$ cat src/rtl/useq_pkg.sv
package useq_pkg;

  localparam int UA_W  = 4;
  localparam int OPC_W = 3;
  localparam int CTL_W = 13;

  // strobe bit positions inside the control vector
  localparam int S_MWR  = 12;
  localparam int S_MRD  = 11;
  localparam int S_MARW = 10;
  localparam int S_PCW  = 9;
  localparam int S_PCR  = 8;
  localparam int S_ACW  = 7;
  localparam int S_ACR  = 6;
  localparam int S_IRW  = 5;
  localparam int S_IRR  = 4;
  localparam int S_ARGW = 3;
  localparam int S_SUB  = 2;
  localparam int S_INC  = 1;
  localparam int S_BUFR = 0;

  // upper bit: take a non-sequential path; lower bit: use the target field
  typedef enum logic [1:0] {
    T_STEP = 2'b00,
    T_COND = 2'b01,
    T_DISP = 2'b10,
    T_JUMP = 2'b11
  } test_e;

  typedef struct packed {
    logic [CTL_W-1:0] ctl;
    test_e            tst;
    logic [UA_W-1:0]  tgt;
  } uword_t;

  function automatic logic [CTL_W-1:0] sb(input int pos);
    logic [CTL_W-1:0] v;
    v = '0;
    v[pos] = 1'b1;
    return v;
  endfunction

  function automatic uword_t mk(input logic [CTL_W-1:0] c, input test_e t,
                                input logic [UA_W-1:0] g);
    uword_t w;
    w.ctl = c;
    w.tst = t;
    w.tgt = g;
    return w;
  endfunction

  // fixed microprogram
  function automatic uword_t ucode(input logic [UA_W-1:0] a);
    uword_t w;
    case (a)
      4'd0:    w = mk(sb(S_PCR) | sb(S_MARW), T_STEP, 4'd0);   // fetch: address <- PC
      4'd1:    w = mk(sb(S_MRD) | sb(S_IRW),  T_STEP, 4'd0);   // fetch: IR <- mem
      4'd2:    w = mk(sb(S_IRR) | sb(S_MARW), T_DISP, 4'd0);   // decode
      4'd3:    w = mk('0,                     T_COND, 4'd10);  // zero test
      4'd4:    w = mk(sb(S_IRR) | sb(S_PCW),  T_JUMP, 4'd0);   // PC <- IR
      4'd5:    w = mk(sb(S_ACR) | sb(S_ARGW), T_JUMP, 4'd12);  // add operand stage
      4'd6:    w = mk(sb(S_ACR) | sb(S_ARGW), T_JUMP, 4'd13);  // sub operand stage
      4'd7:    w = mk(sb(S_MRD) | sb(S_ACW),  T_JUMP, 4'd10);  // load
      4'd8:    w = mk(sb(S_ACR) | sb(S_MWR),  T_JUMP, 4'd10);  // store
      4'd9:    w = mk('0,                     T_STEP, 4'd0);   // idle
      4'd10:   w = mk(sb(S_PCR) | sb(S_INC),  T_STEP, 4'd0);   // buffer <- PC+1
      4'd11:   w = mk(sb(S_BUFR) | sb(S_PCW), T_JUMP, 4'd0);   // PC <- buffer
      4'd12:   w = mk(sb(S_MRD),              T_JUMP, 4'd14);  // buffer <- ARG+mem
      4'd13:   w = mk(sb(S_MRD) | sb(S_SUB),  T_STEP, 4'd0);   // buffer <- ARG-mem
      4'd14:   w = mk(sb(S_BUFR) | sb(S_ACW), T_JUMP, 4'd10);  // ACC <- buffer
      default: w = mk('0,                     T_JUMP, 4'd0);   // spare entry
    endcase
    return w;
  endfunction

endpackage

$ cat src/rtl/useq_rom.sv
module useq_rom
  import useq_pkg::*;
#(
  parameter int AW = useq_pkg::UA_W
) (
  input  logic          clk,
  input  logic          rst,
  input  logic [AW-1:0] addr_i,
  output uword_t        word_o
);

  // synchronous read; the reset value is the entry at address 0
  always_ff @(posedge clk) begin
    if (rst) word_o <= ucode('0);
    else     word_o <= ucode(addr_i);
  end

endmodule

$ cat src/rtl/useq_nextaddr.sv
module useq_nextaddr
  import useq_pkg::*;
#(
  parameter int UA_W      = useq_pkg::UA_W,
  parameter int OPC_W     = useq_pkg::OPC_W,
  parameter int DISP_BASE = 3
) (
  input  logic [UA_W-1:0]  mpc_i,
  input  test_e            test_i,
  input  logic [UA_W-1:0]  tgt_i,
  input  logic [OPC_W-1:0] opcode_i,
  input  logic             flag_i,
  output logic [UA_W-1:0]  nxt_o
);

  logic            leave;
  logic            use_tgt;
  logic [UA_W-1:0] base;
  logic [UA_W-1:0] addend;

  assign use_tgt = test_i[0];
  assign leave   = test_i[1] | (use_tgt & flag_i);

  always_comb begin
    if (leave) begin
      base   = use_tgt ? tgt_i : UA_W'(opcode_i);
      addend = use_tgt ? '0 : UA_W'(DISP_BASE);
    end else begin
      base   = mpc_i;
      addend = UA_W'(1);
    end
  end

  // single shared adder, wraps modulo 2^UA_W
  assign nxt_o = base + addend;

endmodule

$ cat src/rtl/useq_top.sv
module useq_top
  import useq_pkg::*;
#(
  parameter int UA_W      = useq_pkg::UA_W,
  parameter int OPC_W     = useq_pkg::OPC_W,
  parameter int CTL_W     = useq_pkg::CTL_W,
  parameter int DISP_BASE = 3
) (
  input  logic             clk,
  input  logic             rst,
  input  logic [OPC_W-1:0] opcode_i,
  input  logic             acc_nz_i,
  output logic [CTL_W-1:0] ctl_o,
  output logic             at_boundary_o
);

  logic [UA_W-1:0] mpc_q;
  logic [UA_W-1:0] mpc_nxt;
  uword_t          word_q;
  logic            bnd_q;

  useq_rom #(.AW(UA_W)) u_rom (
    .clk    (clk),
    .rst    (rst),
    .addr_i (mpc_nxt),
    .word_o (word_q)
  );

  useq_nextaddr #(
    .UA_W      (UA_W),
    .OPC_W     (OPC_W),
    .DISP_BASE (DISP_BASE)
  ) u_nxt (
    .mpc_i    (mpc_q),
    .test_i   (word_q.tst),
    .tgt_i    (word_q.tgt),
    .opcode_i (opcode_i),
    .flag_i   (acc_nz_i),
    .nxt_o    (mpc_nxt)
  );

  always_ff @(posedge clk) begin
    if (rst) begin
      mpc_q <= '0;
      bnd_q <= 1'b1;
    end else begin
      mpc_q <= mpc_nxt;
      bnd_q <= (mpc_nxt == '0);
    end
  end

  assign ctl_o         = word_q.ctl;
  assign at_boundary_o = bnd_q;

endmodule

$ cat config.mk
export PLATFORM = sky130hd
export DESIGN_NAME = useq_top
export DESIGN_NICKNAME = d
export VERILOG_FILES = /design/src/rtl/useq_pkg.sv /design/src/rtl/useq_rom.sv /design/src/rtl/useq_nextaddr.sv /design/src/rtl/useq_top.sv
export SDC_FILE = /design/constraint.sdc
export NUM_CORES = 1
export LEC_CHECK = 0
export BUFFER_PORTS_ARGS = -buffer_cell sky130_fd_sc_hd__buf_2
export CELL_PAD_IN_SITES_DETAIL_PLACEMENT = 1
export CELL_PAD_IN_SITES_GLOBAL_PLACEMENT = 1
export CORE_ASPECT_RATIO = 0.7
export CORE_MARGIN = 2
export CORE_UTILIZATION = 44
export DETAILED_ROUTE_END_ITERATION = 8
export GPL_TIMING_DRIVEN = 0
export PLACE_DENSITY = 0.78
export SYNTH_ARGS = -nofsm -noshare
export SYNTH_HDL_FRONTEND = slang
export SYNTH_HIERARCHICAL = 1
export SYNTH_SLANG_ARGS = --single-unit
$ cat constraint.sdc
create_clock -name clk -period 4.65 [get_ports clk]
set_clock_uncertainty 0.2 [all_clocks]
set_input_delay 0.93 -clock clk [delete_from_list [all_inputs] [get_ports clk]]
set_output_delay 0.93 -clock clk [all_outputs]
set_load 0.01 [all_outputs]
# After elaboration in Yosys (flattened, before gate mapping)
# Memory sizes are Yosys's and may differ from the RTL's. A register that Yosys moved wholly into a read port is not among the register bits.
# Index checks and enable logic that the tools add are counted.
[op_classes]
n_addsub = 1
n_mux = 4
bitwise = 2
n_reduce_logical = 1
[ops]
columns = ["operator", "count"]
rows = [
  ["$mux W4", 3],
  ["$add A4 B4 Y4", 1],
  ["$logic_not A4 Y1", 1],
  ["$mux W2", 1],
  ["$and A1 B1 Y1", 1],
  ["$or A1 B1 Y1", 1],
]
[totals]
regBits = 5
rom_bits = 304
input_bits = 6
output_inout_bits = 14
word_cells = 11
mem_count = 1
[memory_table]
columns = ["memory", "depth", "width", "read_ports", "rd_clocked_by_memory_dff", "write_ports", "line_no", "text"]
rows = [
  ["(name not given)", 16, 19, 1, 1, 0, "useq_pkg.sv:55", "case (a)"],
]

# Logic depth before layout (Yosys ltp)
# Gate-level depths: netlist of the first run.
[logic_depth]
ltp_word = 5
ltp_mapped = 12
depth_no_buf = 10

# By module
# Netlist of the first run, hierarchy kept.
[modules_own_cells]
columns = ["mod", "n_inst", "cells_each", "area_per_inst_um2", "seq_area_each_um2"]
rows = [
  ["useq_rom", 1, 77, 778.2, 380.4],
  ["useq_nextaddr", 1, 27, 216.5, 0.0],
  ["useq_top", 1, 11, 145.1, 100.1],
]

# Worst setup path before layout of the first run
# No wires, ideal clock.
[synth_timing]
path_kind = "input port to flip-flop"
start = "input port opcode_i[0]"
end = "register u_rom/word_o[3] (netlist name)"
setup_time_ns = 0.086
arrival_ns = 3.000
t_required_ns = 4.364
slack_ns = 1.365
cell_stages = 10
n_path_buf = 0
cell_sequence = "mux2_2 o22ai_1 nor2_1 ha_1 fa_1 inv_1 ha_1 nor2b_1 a21o_1 a211oi_1"
[synth_via]
elab_chain_len = 3
[synth_rtl]
columns = ["item", "line_no", "text"]
rows = [
  ["start: declaration", "useq_top.sv:11", "input logic [OPC_W-1:0] opcode_i,"],
  ["$mux W4", "useq_nextaddr.sv:26", "base = use_tgt ? tgt_i : UA_W'(opcode_i);"],
  ["$mux W4", "useq_nextaddr.sv:25", "if (leave) begin"],
  ["$add A4 B4 Y4", "useq_nextaddr.sv:35", "assign nxt_o = base + addend;"],
  ["net mpc_nxt[1]", "useq_top.sv:18", "logic [UA_W-1:0] mpc_nxt;"],
]
# The timed path passes the listed nets, and every way through them passes these cells.
# A chain may end at the register's enable or synchronous reset.

# Worst setup path after layout of the first run
[layout_timing]
start = "input port opcode_i[0]"
end = "register u_rom/word_o[3] (netlist name)"
[layout_via]
elab_chain_len = 3
[layout_rtl]
columns = ["item", "line_no"]
rows = [
  ["$mux W4", "useq_nextaddr.sv:26"],
  ["$mux W4", "useq_nextaddr.sv:25"],
  ["$add A4 B4 Y4", "useq_nextaddr.sv:35"],
  ["net mpc_nxt[1]", "useq_top.sv:18"],
]
# The timed path passes the listed nets, and every way through them passes these cells.

==> results_dict.tcl, run 1 <==
set metrics [dict create \
    critical-path-slowest-cell "fa_1" \
    critical_path.top_delay_family "adder cells" \
    rsz0062_at_grt "false" \
    worst_slew_pin_slew_ns 0.684 \
    start_kind "primary input" \
    ys_warn_count 6 \
    max_freq_ghz 0.280 \
    first_pass_grt_wire_length_mm 4.60 \
    final_net_count 155 \
    clock_tree_from_tritoncts "yes" \
    synth_sequential_area_ratio_pct 42.2 \
    ctsRootBufferMaster "clkbuf_8" \
    whs_ns 0.620 \
    drt_iter0_drc 37 \
    synth_to_final_area_change_pct 16.9 \
    die-height_um 46.6 \
    cts_repair_resize_count 0 \
    status "finished, final reports clean" \
    worst_path_most_repeated_cell "ha_1" \
    syn_inst 115 \
    antennaDiodeCount 0 \
    crit_required_ns 4.62 \
    busiest_layer "met2" \
    globalRouteOverflowTotal 0 \
    synthesis.nets 131 \
    r2r-start "u_rom/word_o[5]$_SDFF_PP0_" \
    cts_setup_buffers 0 \
    setup.reg_to_reg.worst_slack_ns 1.27 \
    number_of_global_route_vias_before_repair 908 \
    clk_path_buf_depth 2 \
    worstSkewPairLatency_ns 0.27 \
    die_width_um 64.8 \
    final_core_util_pct 54.2 \
    initial_core_util_pct 46.4 \
    via_count 954 \
    filler_cell_count 288 \
    timing.critical_path.cells "buf_2 > mux2_2 > o22ai_1 > nor2_1 > ha_1 > fa_1 > inv_1 > ha_1 > nor2b_1 > a21o_1 > a211oi_1" \
    max-cap-violations 0 \
    hold_viol 0 \
    r2r_cells 11 \
    ys_types 32 \
    grt_use_met1_pct 26.4 \
    numPortBuffers 19 \
    area_contributors_post_synth "dfxtp_1 (42%), ha_1 (9.9%), nor2b_1 (4.9%)" \
    setup.worst_path.end_class "flip-flop" \
    critPathMaxFanout 8 \
    worst-setup-path-type "in -> reg" \
    worst_hold_path_type "reg -> reg" \
    max_stage_delay_ns 0.75 \
    synth_top_cell_by_area "dfxtp_1" \
    die_area_um2 3020 \
    layout_worst_path_cycle_share_pct 76.9 \
    netlist_area_um2 1140 \
    synthDominantCellAreaShare_pct 42.2 \
    rows 15 \
    grt_antenna_before_repair 0 \
    drt-vias-per-instance 5.55 \
    floorplan.core_area_um2 2460 \
    met2_usage_pct 35.3 \
    drt_first_pass_iters 4 \
    global_route.usage.met3_pct 5.62 \
    track_usage_pct 21.6 \
    min_period_ns 3.57 \
    postCtsHoldBufs 0 \
    preCtsSetupSlack_ns 0.865 \
    post_route_cells_drive_above_1_share_pct 28.3 \
    slew_violations 0 \
    final_wtd_congestion 0.867 \
    clkTransAtPathRegs_ns 0.08 \
    antenna_violating_nets_post_route 0 \
    inserted_clock_buffers 3 \
    worst_ep_arrival_time_ns 3.55 \
    worst_hold_startpoint "u_rom/word_o[3]$_SDFF_PP0_" \
    post_drt_wl_per_cell_um 16.5 \
    relSlewSlack_pct 54.2 \
    num_io_pins 20 \
    largest_net_degree_at_the_start_of_global_routing 14 \
    cts.sink_count 24 \
    final.setup.tns_ns 0 \
    syn_area_per_cell_um2 9.91 \
    finalWorstSetupSlack_ns 1.08 \
    worst-path-buf-inv 2 \
    cts.htree.levels 1 \
    estimated_wirelength_of_the_detail_placed_design_mm 2.05 \
    setup_viol 0 \
    regToRegEndpoint "u_rom/word_o[3]$_SDFF_PP0_" \
    whs_path_depth 3 \
    wirelength_mm 2.85 \
    ys_ff_latch 24 \
    drt_drc_violations_left 0 \
    worstHoldEndpoint "mpc_q[3]$_SDFF_PP0_" \
]
synthesized netlist by cell type, drive strengths merged:
library cell  instances
o41ai                 1
ha                    9
nor4b                 3
nand3                 2
nor4                  3
fa                    1
o21bai                1
nand2                 4
nor3                  6
a21o                  1
nand2b                2
a211oi                4
dfxtp                24
nor2b                 9
nor2                  7
a21oi                 9
inv                   7
a31o                  2
xnor2                 1
o22ai                 2
xor2                  1
nor3b                 1
o21ai                 5
buf                   5
mux2i                 2
mux2                  3
worst max path at each step:
stage | from | endpoint | cells after the start
2_1_floorplan | opcode_i[0] | u_rom/word_o[3]$_SDFF_PP0_ | 10
3_3_place_gp | opcode_i[0] | u_rom/word_o[3]$_SDFF_PP0_ | 11
3_5_place_dp | opcode_i[0] | u_rom/word_o[3]$_SDFF_PP0_ | 11
4_1_cts | opcode_i[0] | u_rom/word_o[3]$_SDFF_PP0_ | 11
5_1_grt | opcode_i[0] | u_rom/word_o[3]$_SDFF_PP0_ | 11
6_report | opcode_i[0] | u_rom/word_o[3]$_SDFF_PP0_ | 11
area by class of cell:
class | count | area [um^2] | area share, %
multi-input combinational | 79 | 591 | 44.3
sequential | 24 | 480 | 36.1
timing repair buffer | 19 | 95.1 | 7.14
clock buffer | 4 | 55.1 | 4.13
buffer | 5 | 42.5 | 3.19
tap | 34 | 42.5 | 3.19
inverter | 7 | 26.3 | 1.97
per-stage QoR:
stage          instance area, um^2  std cells
6_report                      1330        172
5_1_grt                       1330        172
4_1_cts                       1330        172
3_5_place_dp                  1280        168
3_3_place_gp                  1280        168
2_1_floorplan                 1140        115
sequential cells by signal, indices dropped and copies added (netlist names):
signal,count
at_boundary_o,1
mpc_q,4
u_rom/word_o,19
cells by family after synthesis:
logic type      after synthesis  synth area share, %
compound gates               25                 15.1
xor+xnor                      2                 1.54
fa+ha+maj                    10                 11.6
buf+inv                      12                 6.04
flops                        24                 42.2
mux                           5                 4.72
simple gates                 37                 18.8
worst min-delay path: cells and delay by family (launching register included):
family                    cells  cell delay [ns]
AOI/OAI and AO/OA             1             0.08
xor gates and xnor gates      1             0.22
DFF                           1             0.31
and+or+nand+nor               1             0.17
placed cells by master, fill, tap and decap left out, drive strengths merged, types with 2 or more instances in the layout:
| cell type | count |
|---|---|
| buf | 24 |
| nor3 | 6 |
| nand2 | 4 |
| nor4 | 3 |
| o21ai | 5 |
| ha | 9 |
| nand3 | 2 |
| o22ai | 2 |
| nand2b | 2 |
| dfxtp | 24 |
| nor2 | 7 |
| a21oi | 9 |
| a211oi | 4 |
| mux2 | 3 |
| inv | 7 |
| clkbuf | 4 |
| nor4b | 3 |
| a31o | 2 |
| mux2i | 2 |
| nor2b | 9 |
metal layers:
metal	vias up	wire length, um
met5	-	0
met4	0	86
met3	10	140
met2	35	1320
met1	460	1300
li1	449	-
Power of run 1 is not shown: default switching activity piles up to over one toggle a cycle in this logic, so the estimate is an artifact.
==> run 2: changes to the inputs <==
--- a/config.mk
+++ b/config.mk
@@ -10,10 +10,10 @@
 export CELL_PAD_IN_SITES_GLOBAL_PLACEMENT = 1
 export CORE_ASPECT_RATIO = 0.7
 export CORE_MARGIN = 2
-export CORE_UTILIZATION = 44
+export CORE_UTILIZATION = 37
 export DETAILED_ROUTE_END_ITERATION = 8
 export GPL_TIMING_DRIVEN = 0
-export PLACE_DENSITY = 0.78
+export PLACE_DENSITY = 0.7
 export SYNTH_ARGS = -nofsm -noshare
 export SYNTH_HDL_FRONTEND = slang
 export SYNTH_HIERARCHICAL = 1
==> constraint.sdc (replaced) <==
create_clock -name clk -period 3 [get_ports clk]
set_clock_uncertainty 0.2 [all_clocks]
set_input_delay 0.6 -clock clk [delete_from_list [all_inputs] [get_ports clk]]
set_output_delay 0.6 -clock clk [all_outputs]
set_load 0.01 [all_outputs]
==> run 2 against run 1 <==
Critical path depth is the same. Utilization shrank 5.2 points. Clock-buffer cell count shrank 1. Global-route usage shrank 5.9 points. Register-to-register slack lost 1.2 ns. Final cell count grew 4.1%. Final area grew 5.2%. Critical endpoint is now u_rom/word_o[12]$_SDFF_PP0_. Die area grew 17%.
==> results_dict.tcl, run 2 (synthesized netlist as in run 1, its figures left out) <==
set metrics [dict create \
    cts.sink_count 24 \
    worstSkewPairLatency_ns 0.26 \
    postCtsHoldBufs 0 \
    crit_required_ns 3.01 \
    worst_ep_arrival_time_ns 2.91 \
    timing.critical_path.cells "buf_6 > mux2_2 > o22ai_1 > nor2_1 > ha_2 > fa_2 > inv_2 > ha_2 > nand2b_1 > mux2_2 > nor2_2" \
    ctsRootBufferMaster "clkbuf_8" \
    number_of_global_route_vias_before_repair 887 \
    wirelength_mm 2.73 \
    critical-path-slowest-cell "fa_2" \
    start_kind "flip-flop" \
    most_common_library_cell_in_the_layout_ignoring_fill_and_taps "dfxtp_1" \
    hold_viol 0 \
    placement.cell_area_um2 1280 \
    synth_to_final_area_change_pct 22.9 \
    estimated_wirelength_of_the_detail_placed_design_mm 1.79 \
    num_io_pins 20 \
    max-cap-violations 0 \
    first_pass_grt_wire_length_mm 4.26 \
    worst_slew_pin_slew_ns 0.494 \
    clk_path_buf_depth 2 \
    whs_path_depth 2 \
    drt_first_pass_iters 4 \
    die-height_um 50.4 \
    max_freq_ghz 0.346 \
    clkTransAtPathRegs_ns 0.08 \
    die_width_um 70.3 \
    most-common-layout-cells "dfxtp_1 (24), buf_2 (20), a21oi_1 (9)" \
    critPathMaxFanout 7 \
    post_route_cells_drive_above_1_share_pct 37.8 \
    filler_cell_count 329 \
    inserted_clock_buffers 3 \
    layout_worst_path_cycle_share_pct 96.5 \
    final_core_util_pct 49.0 \
    clock_tree_from_tritoncts "yes" \
    largest_register "u_rom/word_o" \
    status "finished, final reports clean" \
    die_area_um2 3550 \
    min_period_ns 2.89 \
    via_count 927 \
    crit_cells 11 \
    initial_core_util_pct 39.8 \
    r2r_cells 11 \
    setup_viol 0 \
    numPortBuffers 19 \
    worst-setup-path-type "reg -> reg" \
    rows 16 \
    drt_drc_violations_left 0 \
    relSlewSlack_pct 67.0 \
    worst-path-buf-inv 2 \
    track_usage_pct 15.7 \
    largest_net_degree_at_the_start_of_global_routing 13 \
    cts.htree.levels 1 \
    slew_violations 0 \
    stdcell_area_um2 1400 \
    setup.worst_path.end_class "flip-flop" \
    drt_iter0_drc 20 \
    seqCellArea_um2 480 \
    max_stage_delay_ns 0.60 \
    drt-vias-per-instance 5.18 \
    antennaDiodeCount 0 \
    worst_hold_path_type "in -> reg" \
    multi_input_comb_area_um2 626 \
    floorplan.core_area_um2 2860 \
    grt_antenna_before_repair 0 \
    antenna_violating_nets_post_route 0 \
    post_drt_wl_per_cell_um 15.3 \
    rsz0062_at_grt "true" \
    final.setup.tns_ns 0 \
    globalRouteOverflowTotal 0 \
    critical_path.top_delay_family "adder cells" \
    final_net_count 161 \
    largest_reg_flops 19 \
    final_wtd_congestion 0.804 \
]
-- run 2: cell types whose count changed in the layout (fill, tap and decap cells not counted), sizes merged --
cell / delta
clkbuf: -1
buf: +6
-- run 2: metal layers --
| metal | share of wire (%) | GRT usage, % | routed length, um | vias to the layer above |
|---|---|---|---|---|
| met5 | 0 | 0 | 0 | - |
| met1 | 53 | 23.3 | 1460 | 449 |
| li1 | - | - | - | 453 |
| met4 | 1.1 | 5.13 | 30 | 0 |
| met3 | 3.6 | 3.61 | 99 | 4 |
| met2 | 42 | 22.2 | 1150 | 21 |
-- run 2: timing repair --
action	in CTS	in global routing
pin swaps	1	1
buffers inserted	2	4
resized for setup	5	5
endpoints found under the setup margin	16	14
hold endpoints to repair	0	0
-- run 2: layout make-up --
cell class,instances,area share (%)
plain buffers,5,3.04
flip-flops and latches,24,34.3
well taps,36,3.21
repair buffers,25,10.0
multi-input cells,79,44.6
inverters,7,1.88
clock buffers,3,2.95
-- run 2: worst reg2reg max path: cells and delay by family, from the launching register on --
family | cells | cell delay (ns)
AO/OA/AOI/OAI | 1 | 0.13
multiplexers | 2 | 0.61
adder cells (fa/ha/maj) | 3 | 1.13
buffers and inverters | 2 | 0.22
flip-flops | 1 | 0.33
AND/OR/NAND/NOR | 3 | 0.21
-- run 2: worst paths after layout --
check | startpoint | endpoint | slack, ns
hold reg to reg | u_rom/word_o[3]$_SDFF_PP0_ | at_boundary_o$_SDFF_PP1_ | 0.56
hold / removal | rst | mpc_q[2]$_SDFF_PP0_ | 0.44
setup / recovery | u_rom/word_o[5]$_SDFF_PP0_ | u_rom/word_o[12]$_SDFF_PP0_ | 0.11
setup reg to reg | u_rom/word_o[5]$_SDFF_PP0_ | u_rom/word_o[12]$_SDFF_PP0_ | 0.11
-- run 2: through the flow --
stage / hold WS [ns] / worst slack [ns] / instances
finish: 0.444 / 0.106 / 179
global route: 0.459 / -0.0361 / 179
CTS: 0.439 / -0.0208 / 175
detailed placement: 0.569 / -0.437 / 170
global placement: 0.563 / -0.363 / 170
floorplan: 0.472 / 0.0449 / 115
Power of run 2 is left out for the same reason.
==> run 3: changes to the inputs <==
--- a/config.mk
+++ b/config.mk
@@ -11,9 +11,10 @@
 export CORE_ASPECT_RATIO = 0.7
 export CORE_MARGIN = 2
 export CORE_UTILIZATION = 37
+export CTS_CLUSTER_DIAMETER = 30
 export DETAILED_ROUTE_END_ITERATION = 8
 export GPL_TIMING_DRIVEN = 0
-export PLACE_DENSITY = 0.7
+export PLACE_DENSITY_LB_ADDON = 0.1
 export SYNTH_ARGS = -nofsm -noshare
 export SYNTH_HDL_FRONTEND = slang
 export SYNTH_HIERARCHICAL = 1
==> run 3 against run 2 <==
Via count increased by 0.22%. Hold slack got worse by 0.017 ns. Sequential share of layout area decreased by 0.18 points. Sequential cell count unchanged. Final cell count unchanged. First-iteration DRC count increased to 2.7 times the previous value. Utilization increased by 0.39 points. Clock-buffer cell count increased by 1. Maximum frequency decreased by 1.5%. Critical path type unchanged. Largest cell class unchanged.
==> results_dict.tcl, run 3 (synthesized netlist as in run 1, its figures left out) <==
set metrics [dict create \
    busiest_layer "met2" \
    drt_first_pass_iters 4 \
    final_net_count 160 \
    grt_use_met1_pct 25.3 \
    worstSkewPairLatency_ns 0.27 \
    globalRouteOverflowTotal 0 \
    rows 16 \
    most_common_library_cell_in_the_layout_ignoring_fill_and_taps "dfxtp_1" \
    post_route_cells_drive_above_1_share_pct 38.5 \
    ctsRootBufferMaster "clkbuf_8" \
    final_core_util_pct 49.3 \
    worstHoldEndpoint "mpc_q[1]$_SDFF_PP0_" \
    clock_tree_from_tritoncts "yes" \
    min_period_ns 2.94 \
    drt_drc_violations_left 0 \
    global_route.usage.met3_pct 3.82 \
    numPortBuffers 19 \
    whs_ns 0.427 \
    layout_worst_path_cycle_share_pct 97.9 \
    slew_violations 0 \
    number_of_global_route_vias_before_repair 993 \
    worst_slew_pin_slew_ns 0.542 \
    cts.htree.levels 1 \
    grt_antenna_before_repair 0 \
    finalNonFillerCells 179 \
    timing.critical_path.cells "buf_6 > mux2_2 > o22ai_1 > nor2_1 > ha_2 > fa_2 > inv_2 > ha_2 > nand2b_1 > mux2_2 > nor2_2" \
    final.setup.tns_ns 0 \
    synth_to_final_area_change_pct 23.9 \
    antennaDiodeCount 0 \
    inserted_clock_buffers 3 \
    max_freq_ghz 0.340 \
    filler_cell_count 346 \
    most-common-layout-cells "dfxtp_1 (23), buf_2 (20), a21oi_1 (9)" \
    drt-vias-per-instance 5.19 \
    wirelength_mm 3.02 \
    die_width_um 70.3 \
    r2r_cells 11 \
    estimated_wirelength_of_the_detail_placed_design_mm 2.17 \
    largest_reg_flops 19 \
    r2r-start "u_rom/word_o[5]$_SDFF_PP0_" \
    status "finished, final reports clean" \
    final_wtd_congestion 0.786 \
    initial_core_util_pct 39.8 \
    regToRegEndpoint "u_rom/word_o[12]$_SDFF_PP0_" \
    post_drt_wl_per_cell_um 16.9 \
    cts.sink_count 24 \
    drt_iter0_drc 54 \
    antenna_violating_nets_post_route 0 \
    clk_path_buf_depth 2 \
    crit_required_ns 3.01 \
    largest_register "u_rom/word_o" \
    die-height_um 50.4 \
    via_count 929 \
    worst-setup-path-type "reg -> reg" \
    first_pass_grt_wire_length_mm 5.04 \
    setup.worst_path.end_class "flip-flop" \
    rsz0062_at_grt "true" \
    clkTransAtPathRegs_ns 0.09 \
    largest_net_degree_at_the_start_of_global_routing 14 \
    max_stage_delay_ns 0.60 \
    hold_viol 0 \
    critical-path-slowest-cell "fa_2" \
    max-cap-violations 0 \
    postCtsHoldBufs 0 \
    num_io_pins 20 \
    worst_ep_arrival_time_ns 2.95 \
    start_kind "flip-flop" \
    worst_hold_path_type "in -> reg" \
    relSlewSlack_pct 63.7 \
    critPathMaxFanout 5 \
    setup.reg_to_reg.worst_slack_ns 0.06 \
    setup_viol 0 \
    met2_usage_pct 30.3 \
    whs_path_depth 2 \
    die_area_um2 3550 \
    worst_hold_startpoint "rst" \
    track_usage_pct 18.7 \
    floorplan.core_area_um2 2860 \
    placed_cells 170 \
]
==> run 3: cell count changes in the layout (fill, tap and decap cells not counted), sizes merged <==
cell    previous run  this run
clkbuf             3         4
buf               30        29
==> run 3: per-layer routing <==
metal	wire (um)	vias to the layer above	part of all wire [%]
met2	1420	19	47
met1	1480	453	49
met5	0	-	0
li1	-	455	-
met3	98	2	3.2
met4	27	0	0.89
==> run 3: worst max-delay path by stage <==
stage | startpoint | endpoint | slack (ns)
2_1_floorplan | opcode_i[0] | u_rom/word_o[3]$_SDFF_PP0_ | 0.04
3_3_place_gp | opcode_i[0] | u_rom/word_o[3]$_SDFF_PP0_ | -0.42
3_5_place_dp | opcode_i[0] | u_rom/word_o[3]$_SDFF_PP0_ | -0.47
4_1_cts | u_rom/word_o[5]$_SDFF_PP0_ | u_rom/word_o[12]$_SDFF_PP0_ | 0.01
5_1_grt | u_rom/word_o[5]$_SDFF_PP0_ | u_rom/word_o[3]$_SDFF_PP0_ | -0.03
6_report | u_rom/word_o[5]$_SDFF_PP0_ | u_rom/word_o[12]$_SDFF_PP0_ | 0.06
==> run 3: per-stage QoR <==
step	area (um^2)	setup slack [ns]
finish	1410	0.0626
global route	1410	-0.0311
CTS	1390	0.0101
detailed placement	1280	-0.474
global placement	1280	-0.421
floorplan	1140	0.0449
==> run 3: layout make-up <==
type / instances / area [um^2] / share of cell area [%]
Buffer: 5 / 42.5 / 3.01
Sequential cell: 24 / 482 / 34.1
Timing Repair Buffer: 24 / 133 / 9.39
Clock buffer: 4 / 55.1 / 3.90
Inverter: 7 / 26.3 / 1.86
Tap cell: 36 / 45.0 / 3.19
Multi-Input combinational cell: 79 / 629 / 44.6
==> run 3: critical path, delay by kind of cell, from the launching register on <==
family          cells  cell delay [ns]
mux                 2             0.64
compound gates      1             0.13
simple gates        3             0.26
buf+inv             2             0.20
fa+ha+maj           3             1.13
flops               1             0.33
==> run 3: timing repair <==
item / in CTS / in global routing
pin swaps: 1 / 2
endpoints found under the setup margin: 16 / 9
cloned: 0 / 0
endpoints found under the hold margin: 0 / 0
buffers inserted: 4 / 1
resized for setup: 7 / 4
Power of run 3 is left out for the same reason.
